**src/rtl/chanbank_pkg.sv**
```systemverilog
package chanbank_pkg;
  localparam int AW = 4;

  typedef enum logic [AW-1:0] {
    RA_CTRL    = 4'd0,
    RA_GSTAT   = 4'd1,
    RA_EN_SET  = 4'd2,
    RA_EN_CLR  = 4'd3,
    RA_BUSY    = 4'd4,
    RA_ERR     = 4'd5,
    RA_IE_SET  = 4'd6,
    RA_IE_CLR  = 4'd7,
    RA_FLAG_A  = 4'd8,
    RA_FLAG_B  = 4'd9,
    RA_VALID   = 4'd10,
    RA_TRIG    = 4'd11,
    RA_ABORT   = 4'd12
  } reg_addr_e;

  localparam int GS_INT_BIT = 1;
  localparam int GS_ERR_BIT = 2;
endpackage

```
**src/rtl/mask_reg.sv**
```systemverilog
module mask_reg #(
  parameter int W = 18
) (
  input  logic         clk,
  input  logic         rst_n,
  input  logic         set_we,
  input  logic         clr_we,
  input  logic [W-1:0] bits,
  output logic [W-1:0] mask
);
  always_ff @(posedge clk or negedge rst_n) begin
    if (!rst_n)      mask <= '0;
    else if (set_we) mask <= mask | bits;
    else if (clr_we) mask <= mask & ~bits;
  end

  // R2 (and R3, which reuses this module)
  a_r2_set_lands: assert property (@(posedge clk) disable iff (!rst_n)
    set_we |=> ((mask & $past(bits)) == $past(bits)));
  a_r2_clr_lands: assert property (@(posedge clk) disable iff (!rst_n)
    (clr_we && !set_we) |=> ((mask & $past(bits)) == '0));
  a_r2_idle_hold: assert property (@(posedge clk) disable iff (!rst_n)
    (!set_we && !clr_we) |=> $stable(mask));
endmodule

```
**src/rtl/sticky_bank.sv**
```systemverilog
module sticky_bank #(
  parameter int W = 18
) (
  input  logic         clk,
  input  logic         rst_n,
  input  logic [W-1:0] set_pls,
  input  logic         clr_we,
  input  logic [W-1:0] clr_bits,
  output logic [W-1:0] flags
);
  logic [W-1:0] clr_eff;
  assign clr_eff = clr_we ? clr_bits : '0;

  always_ff @(posedge clk or negedge rst_n) begin
    if (!rst_n) flags <= '0;
    else        flags <= (flags & ~clr_eff) | set_pls;
  end

  a_r5_set_wins: assert property (@(posedge clk) disable iff (!rst_n)
    (|set_pls) |=> ((flags & $past(set_pls)) == $past(set_pls)));
  a_r4_no_spurious: assert property (@(posedge clk) disable iff (!rst_n)
    ((set_pls == '0) && !clr_we) |=> $stable(flags));
  a_r4_clear_lands: assert property (@(posedge clk) disable iff (!rst_n)
    clr_we |=> ((flags & $past(clr_bits & ~set_pls)) == '0));
endmodule

```
**src/rtl/strobe_gen.sv**
```systemverilog
module strobe_gen #(
  parameter int W = 18
) (
  input  logic         clk,
  input  logic         rst_n,
  input  logic         we,
  input  logic [W-1:0] bits,
  output logic [W-1:0] strb
);
  always_ff @(posedge clk or negedge rst_n) begin
    if (!rst_n) strb <= '0;
    else        strb <= we ? bits : '0;
  end

  a_r9_quiet: assert property (@(posedge clk) disable iff (!rst_n)
    !we |=> (strb == '0));
endmodule

```
**src/rtl/dma_chan_regbank.sv**
```systemverilog
module dma_chan_regbank
  import chanbank_pkg::*;
#(
  parameter int NCH = 18,
  parameter int DW  = 32
) (
  input  logic           clk,
  input  logic           rst_n,
  input  logic           bus_sel,
  input  logic           bus_wr,
  input  logic [AW-1:0]  bus_addr,
  input  logic [DW-1:0]  bus_wdata,
  output logic [DW-1:0]  bus_rdata,
  input  logic [NCH-1:0] done_a,
  input  logic [NCH-1:0] done_b,
  input  logic [NCH-1:0] err_pls,
  input  logic [NCH-1:0] ch_busy,
  output logic           ctrl_en,
  output logic [NCH-1:0] ch_en,
  output logic [NCH-1:0] abort_stb,
  output logic [NCH-1:0] valid_stb,
  output logic [NCH-1:0] trig_stb,
  output logic           irq
);
  localparam int NSTB = 3;

  function automatic logic [DW-1:0] widen(input logic [NCH-1:0] v);
    logic [DW-1:0] r;
    r = '0;
    r[NCH-1:0] = v;
    return r;
  endfunction

  function automatic logic int_summary(input logic [NCH-1:0] ie,
                                       input logic [NCH-1:0] fa,
                                       input logic [NCH-1:0] fb);
    return |(ie & (fa | fb));
  endfunction

  // write decode, brought out as named wires
  logic           wr_go;
  logic [NCH-1:0] wbits;
  logic we_ctrl, we_en_set, we_en_clr, we_ie_set, we_ie_clr;
  logic we_err, we_fa, we_fb, we_valid, we_trig, we_abort;

  assign wr_go     = bus_sel & bus_wr;
  assign wbits     = bus_wdata[NCH-1:0];
  assign we_ctrl   = wr_go && (bus_addr == RA_CTRL);
  assign we_en_set = wr_go && (bus_addr == RA_EN_SET);
  assign we_en_clr = wr_go && (bus_addr == RA_EN_CLR);
  assign we_ie_set = wr_go && (bus_addr == RA_IE_SET);
  assign we_ie_clr = wr_go && (bus_addr == RA_IE_CLR);
  assign we_err    = wr_go && (bus_addr == RA_ERR);
  assign we_fa     = wr_go && (bus_addr == RA_FLAG_A);
  assign we_fb     = wr_go && (bus_addr == RA_FLAG_B);
  assign we_valid  = wr_go && (bus_addr == RA_VALID);
  assign we_trig   = wr_go && (bus_addr == RA_TRIG);
  assign we_abort  = wr_go && (bus_addr == RA_ABORT);

  // controller enable
  always_ff @(posedge clk or negedge rst_n) begin
    if (!rst_n)       ctrl_en <= 1'b0;
    else if (we_ctrl) ctrl_en <= bus_wdata[0];
  end

  // masks
  logic [NCH-1:0] ie_q;

  mask_reg #(.W(NCH)) u_en (
    .clk(clk), .rst_n(rst_n), .set_we(we_en_set), .clr_we(we_en_clr),
    .bits(wbits), .mask(ch_en));

  mask_reg #(.W(NCH)) u_ie (
    .clk(clk), .rst_n(rst_n), .set_we(we_ie_set), .clr_we(we_ie_clr),
    .bits(wbits), .mask(ie_q));

  // sticky flags
  logic [NCH-1:0] fa_q, fb_q, err_q;

  sticky_bank #(.W(NCH)) u_fa (
    .clk(clk), .rst_n(rst_n), .set_pls(done_a), .clr_we(we_fa),
    .clr_bits(wbits), .flags(fa_q));

  sticky_bank #(.W(NCH)) u_fb (
    .clk(clk), .rst_n(rst_n), .set_pls(done_b), .clr_we(we_fb),
    .clr_bits(wbits), .flags(fb_q));

  sticky_bank #(.W(NCH)) u_err (
    .clk(clk), .rst_n(rst_n), .set_pls(err_pls), .clr_we(we_err),
    .clr_bits(wbits), .flags(err_q));

  // command strobes
  logic [NSTB-1:0]          stb_we;
  logic [NSTB-1:0][NCH-1:0] stb_q;

  assign stb_we = {we_abort, we_trig, we_valid};

  for (genvar g = 0; g < NSTB; g++) begin : g_stb
    strobe_gen #(.W(NCH)) u_stb (
      .clk(clk), .rst_n(rst_n), .we(stb_we[g]), .bits(wbits),
      .strb(stb_q[g]));
  end

  assign valid_stb = stb_q[0];
  assign trig_stb  = stb_q[1];
  assign abort_stb = stb_q[2];

  // summary and interrupt
  logic          sum_int, sum_err;
  logic [DW-1:0] gstat;

  assign sum_int = int_summary(ie_q, fa_q, fb_q);
  assign sum_err = |err_q;

  always_comb begin
    gstat = '0;
    gstat[GS_INT_BIT] = sum_int;
    gstat[GS_ERR_BIT] = sum_err;
  end

  assign irq = gstat[GS_INT_BIT] | gstat[GS_ERR_BIT];

  // read mux
  always_comb begin
    case (bus_addr)
      RA_CTRL:   bus_rdata = widen({{(NCH-1){1'b0}}, ctrl_en});
      RA_GSTAT:  bus_rdata = gstat;
      RA_EN_SET: bus_rdata = widen(ch_en);
      RA_BUSY:   bus_rdata = widen(ch_busy);
      RA_ERR:    bus_rdata = widen(err_q);
      RA_IE_SET: bus_rdata = widen(ie_q);
      RA_FLAG_A: bus_rdata = widen(fa_q);
      RA_FLAG_B: bus_rdata = widen(fb_q);
      default:   bus_rdata = '0;
    endcase
  end

  // checks across the sub-blocks
  a_r7_err_raises_irq: assert property (@(posedge clk) disable iff (!rst_n)
    (|err_q) |-> irq);
  a_r6_quiet_without_ie: assert property (@(posedge clk) disable iff (!rst_n)
    ((ie_q == '0) && (err_q == '0)) |-> !irq);
  a_r8_ctrl_hold: assert property (@(posedge clk) disable iff (!rst_n)
    !we_ctrl |=> $stable(ctrl_en));
  a_r9_abort_from_write: assert property (@(posedge clk) disable iff (!rst_n)
    (|abort_stb) |-> $past(we_abort));
  a_r9_onehot_cmd: assert property (@(posedge clk) disable iff (!rst_n)
    $onehot0(stb_we));

  if (NCH < DW) begin : g_hi
    a_r10_high_zero: assert property (@(posedge clk) disable iff (!rst_n)
      bus_rdata[DW-1:NCH] == '0);
  end
endmodule

```
**config.mk**
```make
export PLATFORM = sky130hd
export DESIGN_NAME = dma_chan_regbank
export DESIGN_NICKNAME = d
export VERILOG_FILES = /design/src/rtl/chanbank_pkg.sv /design/src/rtl/mask_reg.sv /design/src/rtl/sticky_bank.sv /design/src/rtl/strobe_gen.sv /design/src/rtl/dma_chan_regbank.sv
export SDC_FILE = /design/constraint.sdc
export NUM_CORES = 1
export LEC_CHECK = 0
export BUFFER_PORTS_ARGS = -buffer_cell sky130_fd_sc_hd__buf_2
export CAP_MARGIN = 20
export CORE_AREA = 2 2 117 119
export CTS_BUF_LIST = sky130_fd_sc_hd__clkbuf_4 sky130_fd_sc_hd__clkbuf_8
export DETAILED_ROUTE_END_ITERATION = 8
export DIE_AREA = 0 0 119 121
export HOLD_SLACK_MARGIN = 0.02
export PLACE_DENSITY = 0.88
export SETUP_SLACK_MARGIN = 0.4
export SLEW_MARGIN = 10
export SYNTH_ARGS = -nofsm -noshare
export SYNTH_HDL_FRONTEND = slang
export SYNTH_SLANG_ARGS = --single-unit
```
**constraint.sdc**
```tcl
create_clock -name clk -period 3.89 [get_ports clk]
set_clock_uncertainty 0.15 [all_clocks]
set_input_delay 0 -clock clk [delete_from_list [all_inputs] [get_ports clk]]
set_output_delay 0 -clock clk [all_outputs]
set_load 0.005 [all_outputs]
```
==> results.md, run 1 <==
Die:
- The overall die height is about 120 um.
- The die is around 120 um wide.
- The number of rows created at floorplan is 42.
- The core area is approximately 13000 um2.
- For this configuration, the core starts out at a cell density of between 40% and 50%.
- The number of top-level pins is ~220.
- The floorplan step defined a die boundary enclosing about 14000 um2.

Hold path:
- The type of the tightest min-delay check is input port to flip-flop.

Global routing:
- For this run the aggregate overflow at the end of global routing stands at 0.
- Entering global routing, the biggest net connects about 110 pins.
- The number of global-route vias before repair is ~6000.
- The number of antenna violations at the first check in global routing is 1.
- The wire length of the first global-routing pass is about 32000 um.
- Global routing used roughly 30% of the available tracks across all layers.

Setup path:
- The critical path's top delay family is simple AND/OR/NAND/NOR gates.
- The critical path start-end classification is input port to flip-flop.
- The cell seen most often among critical-path stages is buf_4.
- For the worst setup path, the data arrival time is approximately 2.9 ns.
- On the critical path, the stage with the largest delay is an instance of and3_1.
- The sum of buffers and inverters on the critical path is 4.
- The largest single stage delay on the critical path is around 0.9 ns.
- At the worst endpoint, the required time is around 4.1 ns.
- The worst setup path is captured at a flip-flop.
- The largest driver fanout on the critical path is 49.
- The worst setup path is launched from an input port.
- Traced cell by cell, the critical path runs through buf_2, buf_4, nor4b_4, buf_4, and3_1, nand2_1, a21o_1, dlygate4sd3_1.

Routing:
- The count of nets left with antenna violations after detail routing is 0.
- In the final routed layout, each cell accounts on average for 18.8 um.
- The total vias in the final route is 6036.
- Using the TritonRoute via totals, the vias-per-cell ratio works out to between 5 and 6.
- The aggregate routed wire length is 20500 um.
- The first-pass iteration count of the detailed router is 7.
- For this block, the initial DRC count from the detailed router was between 600 and 700.
- In the routed design, unresolved DRC markers number 0.

Clocking:
- The clock sink count is between 100 and 150.
- The number of post-CTS setup repair buffers is 0.
- TritonCTS built the clock tree.
- CTS built an H-tree with a depth of 4.
- In this run, CTS created clock tree buffers numbering 17.
- The number of gates given a new drive strength after cts is 0.
- After clock tree synthesis, the clock-pin slew on the worst setup and hold paths is approximately 0.09 ns.
- CTS placed an instance of clkbuf_8 at the clock tree root.
- The worst-case clock buffer depth is 2.
- The count of hold-fix buffers inserted at cts is 130.
- The later pin in the worst-skew pair is clocked with a latency of ~0.45 ns.

Synthesis:
- In the post-synthesis netlist, the biggest area contributors are dfrtp_1 (56%), a21o_1 (6.3%), a22oi_1 (5.5%), and2_1 (5.2%), nand2_1 (4.5%).
- The number of instances in the synthesized netlist is between 500 and 600.
- The count of different cell masters after synthesis is 44.
- The portion of synthesized cell area occupied by the leading cell type is 56.3%.
- The average size of a mapped cell is 10.8 um2.
- For this run, the register share of the synthesized area comes to around 56%.
- The leading area contributor after synthesis is dfrtp_1.
- The count of flip-flops with a built-in enable after synthesis is 0.
- The Yosys step of the flow raised 0 warnings.
- In this run, synthesis produced a sequential element count of around 150.
- Counting flops with an async set or reset pin after synthesis yields a share of 100%.
- The cell area that synthesis handed to floorplanning was between 6000 and 7000 um2.
- The main flop type after synthesis is dfrtp_1.

STA:
- The post-route minimum period is between 2 and 3 ns.
- For the final routed database, the setup TNS stands at 0 ns.
- The hold violation count in the final report came to 0.
- The ratio of final minimum period to clock period is a little over two thirds.
- In this run the tightest slew margin relative to its limit is about 29%.
- The total setup violations reported at the end of the flow is 0.
- Setup repair after global routing left no endpoint under its margin.
- The final number of max-transition violations is 0.
- Static timing analysis puts the maximum clock frequency at around 370 MHz.
- The worst-margin pin slew is roughly 1.1 ns.

Flow run:
- The count of max-cap constraint violations is 0.

Final layout:
- The filler cells instantiated in the layout total roughly 920.
- The number of standard cells in the final layout excluding fillers is roughly 1100.
- The footprint of the flip-flops and latches is approximately 3600 um2.
- The share of cells above drive strength 1 is 26.5%.
- At the end of the flow, the number of nets in the layout was between 1000 and 1500.
- The layout overhead on the synthesized area is 42.3%.
- The area occupied by multi-input gates is ~2400 um2.

Pwr:
- The worst IR drop on VDD is 0.177 mV.
- The final total power is between 0.003 and 0.004 W.
- The reported leakage power is approximately 4.2 nW.
- The power per cell area is roughly 380 nW/um2.

Placement:
- The port buffer count is roughly 190.
- Routability-driven placement finished with a final weighted congestion of 0.856.
- The placed cell count is ~930.
- Detailed placement ended at an HPWL of approximately 12000 um.

Outcome:
- The run finished with clean final reports.
layout by cell type (no fill, tap or decap), drive strengths merged, types with 5 or more instances in the layout:
master         n
a21o          54
a21oi         17
a22oi         47
a31oi         19
and2          54
buf          200
bufinv         5
clkbuf        18
conb          14
dfrtp        145
dlygate4sd3  130
inv           23
mux2i         19
nand2         77
nand3         18
nor4           5
o21ai         20
worst register-to-register path, stage by stage, from the launching register on:
cell           delay [ns]
dfrtp_1              0.45
a21o_1               0.18
dlygate4sd3_1        0.56
logic make-up (layout without fill, tap and decap cells):
group	after synthesis	after routing	share of synthesized area, %
and+or+nand+nor	184	184	16.0
muxes	20	20	3.13
DFF	145	145	56.3
buffers and inverters	83	382	6.80
other	1	15	0.0582
AOI/OAI and AO/OA	166	166	17.7
layout make-up:
cell class | instances | area share (%)
flip-flops and latches | 145 | 39.6
multi-input cells | 384 | 26.7
repair buffers | 330 | 25.5
clock buffers | 18 | 2.64
well taps | 176 | 2.40
clock inverters | 13 | 2.29
inverters | 21 | 0.860
diodes | 1 | 0.0273
final timing paths:
path,from,to,slack (ns),cells past startpoint
setup / recovery,bus_addr[0],u_fa.flags[13],1.19,8
hold / removal,bus_addr[1],ctrl_en,0.08,3
setup reg to reg,u_err.flags[17],u_err.flags[17],2.44,2
hold reg to reg,ctrl_en,ctrl_en,0.39,1
max in group asynchronous,rst_n,g_stb[2].u_stb.strb[6],2.46,3
min in group asynchronous,rst_n,u_fb.flags[14],0.09,2
per-layer routing:
metal / track usage (%) / up-vias / routed length, um
met4: 18.6 / 0 / 995
met1: 35.1 / 2860 / 7720
met5: 0 / - / 0
met2: 49.1 / 421 / 10000
met3: 5.40 / 98 / 1750
li1: - / 2657 / -
per-stage QoR:
stage	hold WS, ns	area (um2)	utilization, %	worst slack [ns]
after floorplan	-0.446	6490	-	2.45
final	0.0771	9160	70.0	1.19
after detailed placement	0.0310	7410	56.6	1.42
after global placement	0.0275	7410	56.6	1.47
after CTS	0.0262	9160	70.0	1.32
after global routing	0.0763	9160	70.0	1.18
synth_stat cells (2+ instances only):
cell and number:
nor4_1 4, nand3_1 17, a21oi_1 17, nor3_2 2
and3_1 3, nand3b_1 2, inv_1 21, a22oi_1 47
and4bb_1 2, dfrtp_1 145, buf_4 18, nand4_1 4
nand2b_1 2, a221oi_1 2, o211ai_1 2, buf_2 23
a31oi_1 19, nor4b_1 2, o21ai_0 19, a22o_1 2
clkbuf_1 16, mux2i_1 19, nor4b_4 2, nand2_1 77
buf_6 4, and2_1 54, nor4bb_1 2, nor2_1 3
a21o_1 54
power by group:
group | internal (W) | switching (W)
registers | 0.00160 | 0.0000722
clock network | 0.000769 | 0.000580
logic | 0.000225 | 0.000257
(Power assumes the default switching activity.)
==> run 2: changes to the inputs <==
- ABC_AREA: default -> 1
- CORE_AREA: 2 2 117 119 -> 2 2 116 118
- DIE_AREA: 0 0 119 121 -> 0 0 118 120
- PLACE_DENSITY: 0.88 -> 0.89
- clock period: 3.89 -> 2.65 ns (I/O delays scaled with it)
==> results.md, run 2 <==
Outcome:
- The run finished with clean final reports.

Setup path:
- The data arrival at the endpoint of the critical path is 2.37 ns (-0.53 ns).
- The critical path start-end classification is input port to flip-flop.
- In this run the critical register-to-register path is captured at u_fb.flags[12].
- The worst setup path is captured at a flip-flop.
- The data required time at the worst endpoint is 2.85 ns (-1.24 ns).
- The worst reg-to-reg path cell count is 3 (+1).
- The startpoint identified for the worst register-to-register timing path is u_fb.flags[12].
- The worst setup path is launched from an input port.
- The critical path startpoint is bus_addr[3].
- The largest driver fanout on the critical path is 18 (-63%).
- The end point of the critical path is u_fb.flags[12].
- The reg-to-reg setup timing slack is 1.15 ns (-1.29 ns).

STA:
- Setup repair after global routing left no endpoint under its margin.
- The total setup violations reported at the end of the flow is 0 (unchanged).
- The post-route minimum period is between 2 and 2.5 ns.
- The relative max-transition margin was 55.7% (+26 points).
- The worst-margin pin slew is 0.664 ns (-0.393 ns).
- The hold violation count in the final report is 0 (unchanged).
- The final sum of negative setup slack was 0 ns (unchanged).
- The achievable frequency is approximately 460 MHz.
- The ratio of final minimum period to clock period is 82.0%.
- The final number of max-transition violations is 0 (unchanged).

Routing:
- The met3 wire length was 2320 um (+32%).
- The violation count after the first detailed-route iteration is 934 (+52%).
- The average vias per placed instance is 5.43 (-2.2%).
- The routed length per placed instance is 18.9 um (+0.17%).
- The post-route met1 wirelength is 8540 um (+11%).
- The length of routed met2 wiring is 11900 um (+19%).
- The aggregate routed wire length is 24300 um (+19%).
- The count of unresolved DRC violations after routing is 0 (unchanged).
- The detailed router used layers up to and including met4.
- The total vias in the final route is 6994 (+16%).
- The first-pass iteration count of the detailed router is 7 (unchanged).
- The count of nets left with antenna violations after detail routing is 0 (unchanged).

Synthesis:
- By area the synthesized netlist is led by dfrtp_1 (57%), nand2_1 (11%), o21ai_0 (6.5%), nor2_1 (6.1%), inv_1 (6.0%).
- The count of flip-flops with a built-in enable after synthesis came to 0 (unchanged).
- dfrtp_1 takes more of the synthesized area than any other cell.
- The total of warnings raised by yosys is 0 (unchanged).
- Among all flip-flop cells after synthesis, the most frequent one is dfrtp_1.
- The count of different cell masters after synthesis was 29 (-34%).
- The async set-or-reset flop fraction in the synthesized netlist came to 100% (unchanged).
- In the post-synthesis netlist, the cell with the most instances is nand2_1.
- The sequential share of the synthesized area is 57.2% (+0.87 points).
- The number of instances in the synthesized netlist is 748 (+25%).
- The synthesized cell area is 6340 um2 (-1.5%).
- The register bit count reported by yosys is 145 (unchanged).
- The portion of synthesized cell area occupied by the leading cell type was 57.2% (+0.87 points).
- The commonest cells after synthesis are nand2_1 (183), dfrtp_1 (145), nor2_1 (103).
- The average size of a mapped cell is 8.48 um2 (-21%).

Clocking:
- The clock latency at the later pin of the worst-skew pair was 0.45 ns (about the same).
- The number of buffers created by CTS was 17 (unchanged).
- TritonCTS built the clock tree.
- The worst-case clock buffer depth is 2 (unchanged).
- The CTS root buffer is clkbuf_8.
- The number of levels the H-tree was split into is 4 (unchanged).
- The post-CTS clock slew at the launch and capture registers of the worst setup and hold paths is 0.08 ns (about the same).
- The clock sink count is 145 (unchanged).

Die:
- The effective utilization at floorplan is 48.9% (-0.35 points).
- The number of top-level pins was 218 (unchanged).
- The number of rows created at floorplan was 42 (unchanged).
- The core area is 13000 um2 (-0.80%).
- The overall die height is 120 um (-0.83%).
- The horizontal die dimension is 118 um (-0.84%).
- The die footprint came to 14200 um2 (-1.7%).

Placement:
- The final HPWL from detailed placement is 13300 um (+9.2%).
- The global placement routability congestion is 0.923 (+7.9%).
- The port buffer count is 189 (unchanged).

Global routing:
- The number of antenna violations at the first check in global routing is 3 (+2).
- The total global routing overflow was 0 (unchanged).
- The wire length of the first global-routing pass is 37100 um (+16%).
- The number of global-route vias before repair is 7247 (+20%).
- The pin count of the biggest net entering global routing is 72 (-35%).
- The total routing resource utilization after global routing is 34.7% (+5.4 points).

Final layout:
- The share of cells above drive strength 1 was 23.3% (-3.1 points).
- The net count reported at finish is 1211 (+20%).
- The number of fill cells in the layout is 879 (-4.1%).
- The area occupied by multi-input gates is 2200 um2 (-9.9%).
- The library cell used most frequently in the layout, excluding fill and tap cells, is buf_2.
- The area growth from synthesis to layout is 48.6%.
- The footprint of the flip-flops and latches is 3630 um2 (unchanged).
- In the layout the commonest cells are buf_2 (188), nand2_1 (182), dfrtp_1 (145).
- The final design utilization is 72.6% (+2.6 points).

Pwr:
- The reported leakage power is 4.62 nW (+11%).
- The power per cell area is 539 nW/um2 (+41%).
- The worst IR drop on VDD came to 0.546 mV (+210%).

Hold path:
- In this run the worst hold path is classified as input port to flip-flop.

Flow run:
- The count of max-cap constraint violations came to 0 (unchanged).
==> run 2: changes by cell type after synthesis, sizes merged, moves of 10 or more <==
cell / delta
nor2: +104
mux2: +12
a22oi: -47
mux2i: -19
nand2: +107
inv: +84
buf: -21
o21ai: +64
a21o: -54
a31oi: -19
clkbuf: -10
and2: -53
a21oi: +20
nand4: +15
==> run 2: area by class of cell <==
cell class | count | area share, %
antenna | 3 | 0.0797
clock buffer | 20 | 2.85
clock inverter | 10 | 1.70
inverter | 106 | 4.22
multi-input combinational | 479 | 23.4
sequential | 145 | 38.5
tap | 176 | 2.34
timing repair buffer | 350 | 26.9
==> run 2: stage by stage <==
stage | std cells | power (W) | setup slack, ns | instance area (um2) | hold WS [ns]
final | 1289 | 0.00508 | 0.476 | 9420 | 0.0805
after global routing | 1289 | 0.00525 | 0.404 | 9420 | 0.124
after CTS | 1284 | 0.00500 | 0.405 | 9370 | 0.0281
after detailed placement | 1111 | 0.00301 | 0.901 | 7510 | -0.0959
after global placement | 1111 | 0.00299 | 0.951 | 7510 | -0.104
after floorplan | 761 | 0.00270 | 1.37 | 6390 | -0.446
==> run 2: kinds of logic (layout without fill, tap and decap cells) <==
family	after synthesis	after routing	synth area share, %
muxes	13	13	2.31
and+or+nand+nor	327	327	21.2
DFF	145	145	57.2
other	1	17	0.0591
buffers and inverters	137	486	9.15
AOI/OAI and AO/OA	125	125	10.1
==> run 2: worst max-delay path, cell delays in order <==
cell and delay, ns:
dlygate4sd3_1 0.53, buf_2 0.15, nand2_1 0.17, nor2_4 0.13, nand2_2 0.31, o21ai_0 0.39
nand2_1 0.11, dlygate4sd3_1 0.58
==> run 2: repair_timing <==
| action | in CTS | in global routing |
|---|---|---|
| endpoints found under the setup margin | 0 | 49 |
| buffers inserted | 0 | 2 |
| endpoints found under the hold margin | 290 | 0 |
| gates resized for setup | 0 | 9 |
| hold buffers | 143 | 0 |
==> run 2: how the worst min path moves through the flow <==
stage,start,end,cells after the start
6_report,bus_wr,flip-flop,6
5_1_grt,bus_addr[1],g_stb[0].u_stb.strb[14],6
4_1_cts,bus_addr[2],flip-flop,5
3_5_place_dp,rst_n,g_stb[0].u_stb.strb[2],1
3_3_place_gp,rst_n,g_stb[2].u_stb.strb[2],1
2_1_floorplan,rst_n,asynchronous set/reset pin,0
==> run 2: layer usage <==
metal	GRT usage, %	vias up
li1	-	3018
met1	39.1	3289
met2	57.6	528
met3	9.98	159
met4	23.3	0
met5	0	-
==> run 2: power breakdown <==
group | internal (W) | switching (W) | total [W]
clock | 0.00107 | 0.000866 | 0.00194
sequential | 0.00233 | 0.0000756 | 0.00240
combinational | 0.000331 | 0.000411 | 0.000742
total | 0.00373 | 0.00135 | 0.00508
==> run 3: changes to the inputs <==
- ABC_AREA: 1 -> 0
- CORE_AREA: 2 2 116 118 -> 2 2 121 123
- DIE_AREA: 0 0 118 120 -> 0 0 123 125
- PLACE_DENSITY: 0.89 -> 0.87
- clock period: 2.65 -> 1.8 ns (I/O delays scaled with it)
==> results.md, run 3 (same netlist as run 1, synthesis figures left out) <==
Clocking:
- The post-CTS clock slew at the launch and capture registers of the worst setup and hold paths is 0.08 ns (about the same).
- The CTS root buffer is clkbuf_8.
- The clock sink count is 145 (unchanged).
- The clock latency at the later pin of the worst-skew pair came to 0.44 ns (about the same).
- The number of buffers created by CTS is 17 (unchanged).
- The number of levels the H-tree was split into is 4 (unchanged).
- The TritonCTS clock tree is built.
- The worst-case clock buffer depth is 2 (unchanged).

STA:
- The final number of max-transition violations is 0 (unchanged).
- Based on the critical path, the design can be clocked at up to 480 MHz.
- In the finished design, the share of the clock period the worst path needs comes to 116%.
- The total setup violations reported at the end of the flow is 3 (+3).
- The hold violation count in the final report was 0 (unchanged).
- The worst path in the final design needs a cycle of approximately 2.1 ns, including I/O delays and setup.
- The final sum of negative setup slack is -0.681 ns (-0.681 ns).
- The setup slack after layout is -0.282 ns (-0.758 ns).
- Setup repair after global routing could not meet its margin everywhere.

Outcome:
- The flow ran to the end, but the final reports show violations.
- The final reports fail on setup timing.

Placement:
- The global placement routability congestion is 0.949 (+2.8%).
- The placed cell count is 953 (-14%).
- The worst slack at placement was 0.0996 ns (-0.801 ns).
- The final HPWL from detailed placement is 13400 um (+0.52%).
- The port buffer count was 189 (unchanged).

Hold path:
- The number of cells on the worst hold path came to 3 (-3).
- In this run the most critical hold path is launched from bus_addr[0].
- The type of the tightest min-delay check is input port to flip-flop.

Pwr:
- The clock network fraction of total power was 37.0% (-1.1 points).
- The proportion of total power due to net switching is 26.8% (+0.20 points).
- The portion of total power attributed to combinational logic is 14.9% (+0.3 points).
- The reported leakage power is 4.37 nW (-5.6%).
- The proportion of power drawn by flip-flops and latches is 48.0% (+0.7 points).
- The power per cell area is 821 nW/um2 (+52%).
- The worst IR drop on VDD is 0.432 mV (-21%).
- The design internal power came to 0.00553 W (+48%).
- The final total power is 0.00756 W (+49%).
- The net switching power is 0.00203 W (+50%).

Die:
- The number of top-level pins is 218 (unchanged).
- The overall die height is 125 um (+4.2%).
- The core area came to 14200 um2 (+9.4%).
- The number of rows created at floorplan is 44 (+4.8%).
- The horizontal die dimension is 123 um (+4.2%).
- The effective utilization at floorplan was 45.3% (-3.5 points).
- The die footprint is 15400 um2 (+8.6%).

Setup path:
- The data arrival at the endpoint of the critical path is 1.93 ns (-0.44 ns).
- The worst reg-to-reg path cell count came to 3 (unchanged).
- The worst setup path is launched from a flip-flop.
- STA classifies the critical path endpoint as a primary output.
- The largest driver fanout on the critical path came to 3 (-15).
- The reg-to-reg setup timing slack is 0.73 ns (-0.42 ns).
- The critical path is of the flip-flop to primary output type.
- The endpoint of the most critical register-to-register path is u_fa.flags[9].
- The data required time at the worst endpoint is 1.65 ns (-1.20 ns).
- The startpoint identified for the worst register-to-register timing path is u_fa.flags[9].

Global routing:
- The wire length of the first global-routing pass came to 31600 um (-15%).
- The total global routing overflow is 0 (unchanged).
- The number of antenna violations at the first check in global routing was 1 (-2).
- The total routing resource utilization after global routing was 27.0% (-7.7 points).
- The number of global-route vias before repair is 5961 (-18%).
- The pin count of the biggest net entering global routing is 51 (-29%).

Routing:
- The first-pass iteration count of the detailed router is 6 (-1).
- The count of nets left with antenna violations after detail routing came to 0 (unchanged).
- The count of unresolved DRC violations after routing came to 0 (unchanged).
- The violation count after the first detailed-route iteration was 519 (-44%).
- The routed length per placed instance is 19.3 um (+2.4%).
- The total vias in the final route is 5993 (-14%).
- The average vias per placed instance is 5.55 (+2.3%).
- The aggregate routed wire length is 20800 um (-14%).

Final layout:
- The library cell used most frequently in the layout, excluding fill and tap cells, is buf_2.
- The net count reported at finish is 995 (-18%).
- The number of fill cells in the layout is 1057 (+20%).
- The number of standard cells in the final layout excluding fillers is 1080 (-16%).
- In the layout the commonest cells are buf_2 (186), dfrtp_1 (143), nand2_1 (77), dlygate4sd3_1 (77).
- The share of cells above drive strength 1 is 35.2% (+12 points).
- The layout overhead on the synthesized area is 43.0%.
- The count of antenna diodes in the layout came to 0 (-3).

Flow run:
- The count of max-cap constraint violations came to 0 (unchanged).
==> run 3: cell count changes in the layout (fill, tap and decap cells not counted), moves of 53 or more <==
cell | before | now
nand2_1 | 182 | 77
a21o_1 | 0 | 54
inv_1 | 101 | 21
dlygate4sd3_1 | 142 | 77
and2_1 | 1 | 54
nor2_1 | 102 | 3
o21ai_0 | 80 | 10
==> run 3: area by class of cell <==
class	instances	area, um2	share of cell area (%)
timing repair buffer	314	2180	23.7
inverter	21	78.8	0.856
multi-input combinational	384	2650	28.8
clock buffer	18	248	2.69
sequential	145	3630	39.4
tap	184	230	2.50
clock inverter	14	189	2.05
==> run 3: repair_timing <==
action                     CTS  global route
hold endpoints to repair   290             0
gates cloned                 0             1
setup buffers                6            10
setup endpoints to repair   19           137
pin swaps                   10             7
hold buffers                78             0
gates resized for setup     33            26
==> run 3: worst max-delay path by stage <==
stage | slack (ns) | end | from
finish | -0.28 | bus_rdata[2] | u_err.flags[12]
global route | -0.34 | bus_rdata[2] | u_err.flags[12]
CTS | -0.29 | bus_rdata[2] | u_err.flags[1]
detailed placement | 0.1 | bus_rdata[2] | u_err.flags[12]
global placement | 0.1 | bus_rdata[2] | u_err.flags[12]
floorplan | 0.40 | u_fb.flags[10] | bus_addr[2]
==> run 3: routing by layer <==
layer	track usage [%]	routed length, um
met1	34.8	7870
met2	43.0	10200
met3	5.38	1820
met4	14.0	933
met5	0	13
==> run 3: critical path: stages, from the launching register on <==
cell      delay (ns)
dfrtp_1         0.44
nor4_4          0.33
nand3_2         0.14
nor4_4          0.26
o211ai_1        0.15
buf_2           0.16
==> run 3: power by group through the flow <==
stage | Clock [W] | Combinational [W] | Sequential, W
2_1_floorplan | 0 | 0.000449 | 0.00364
3_3_place_gp | 0 | 0.000896 | 0.00365
3_5_place_dp | 0 | 0.000921 | 0.00367
4_1_cts | 0.00284 | 0.00107 | 0.00362
5_1_grt | 0.00298 | 0.00123 | 0.00366
6_report | 0.00280 | 0.00113 | 0.00363
==> run 3: metrics by stage <==
stage | utilization [%] | hold WS [ns] | cell area (um2)
global placement | 53.6 | -0.170 | 7610
finish | 64.8 | 0.0810 | 9210
global route | 64.8 | 0.0910 | 9210
detailed placement | 53.6 | -0.169 | 7610
CTS | 63.3 | 0.0365 | 9000
floorplan | - | -0.446 | 6490
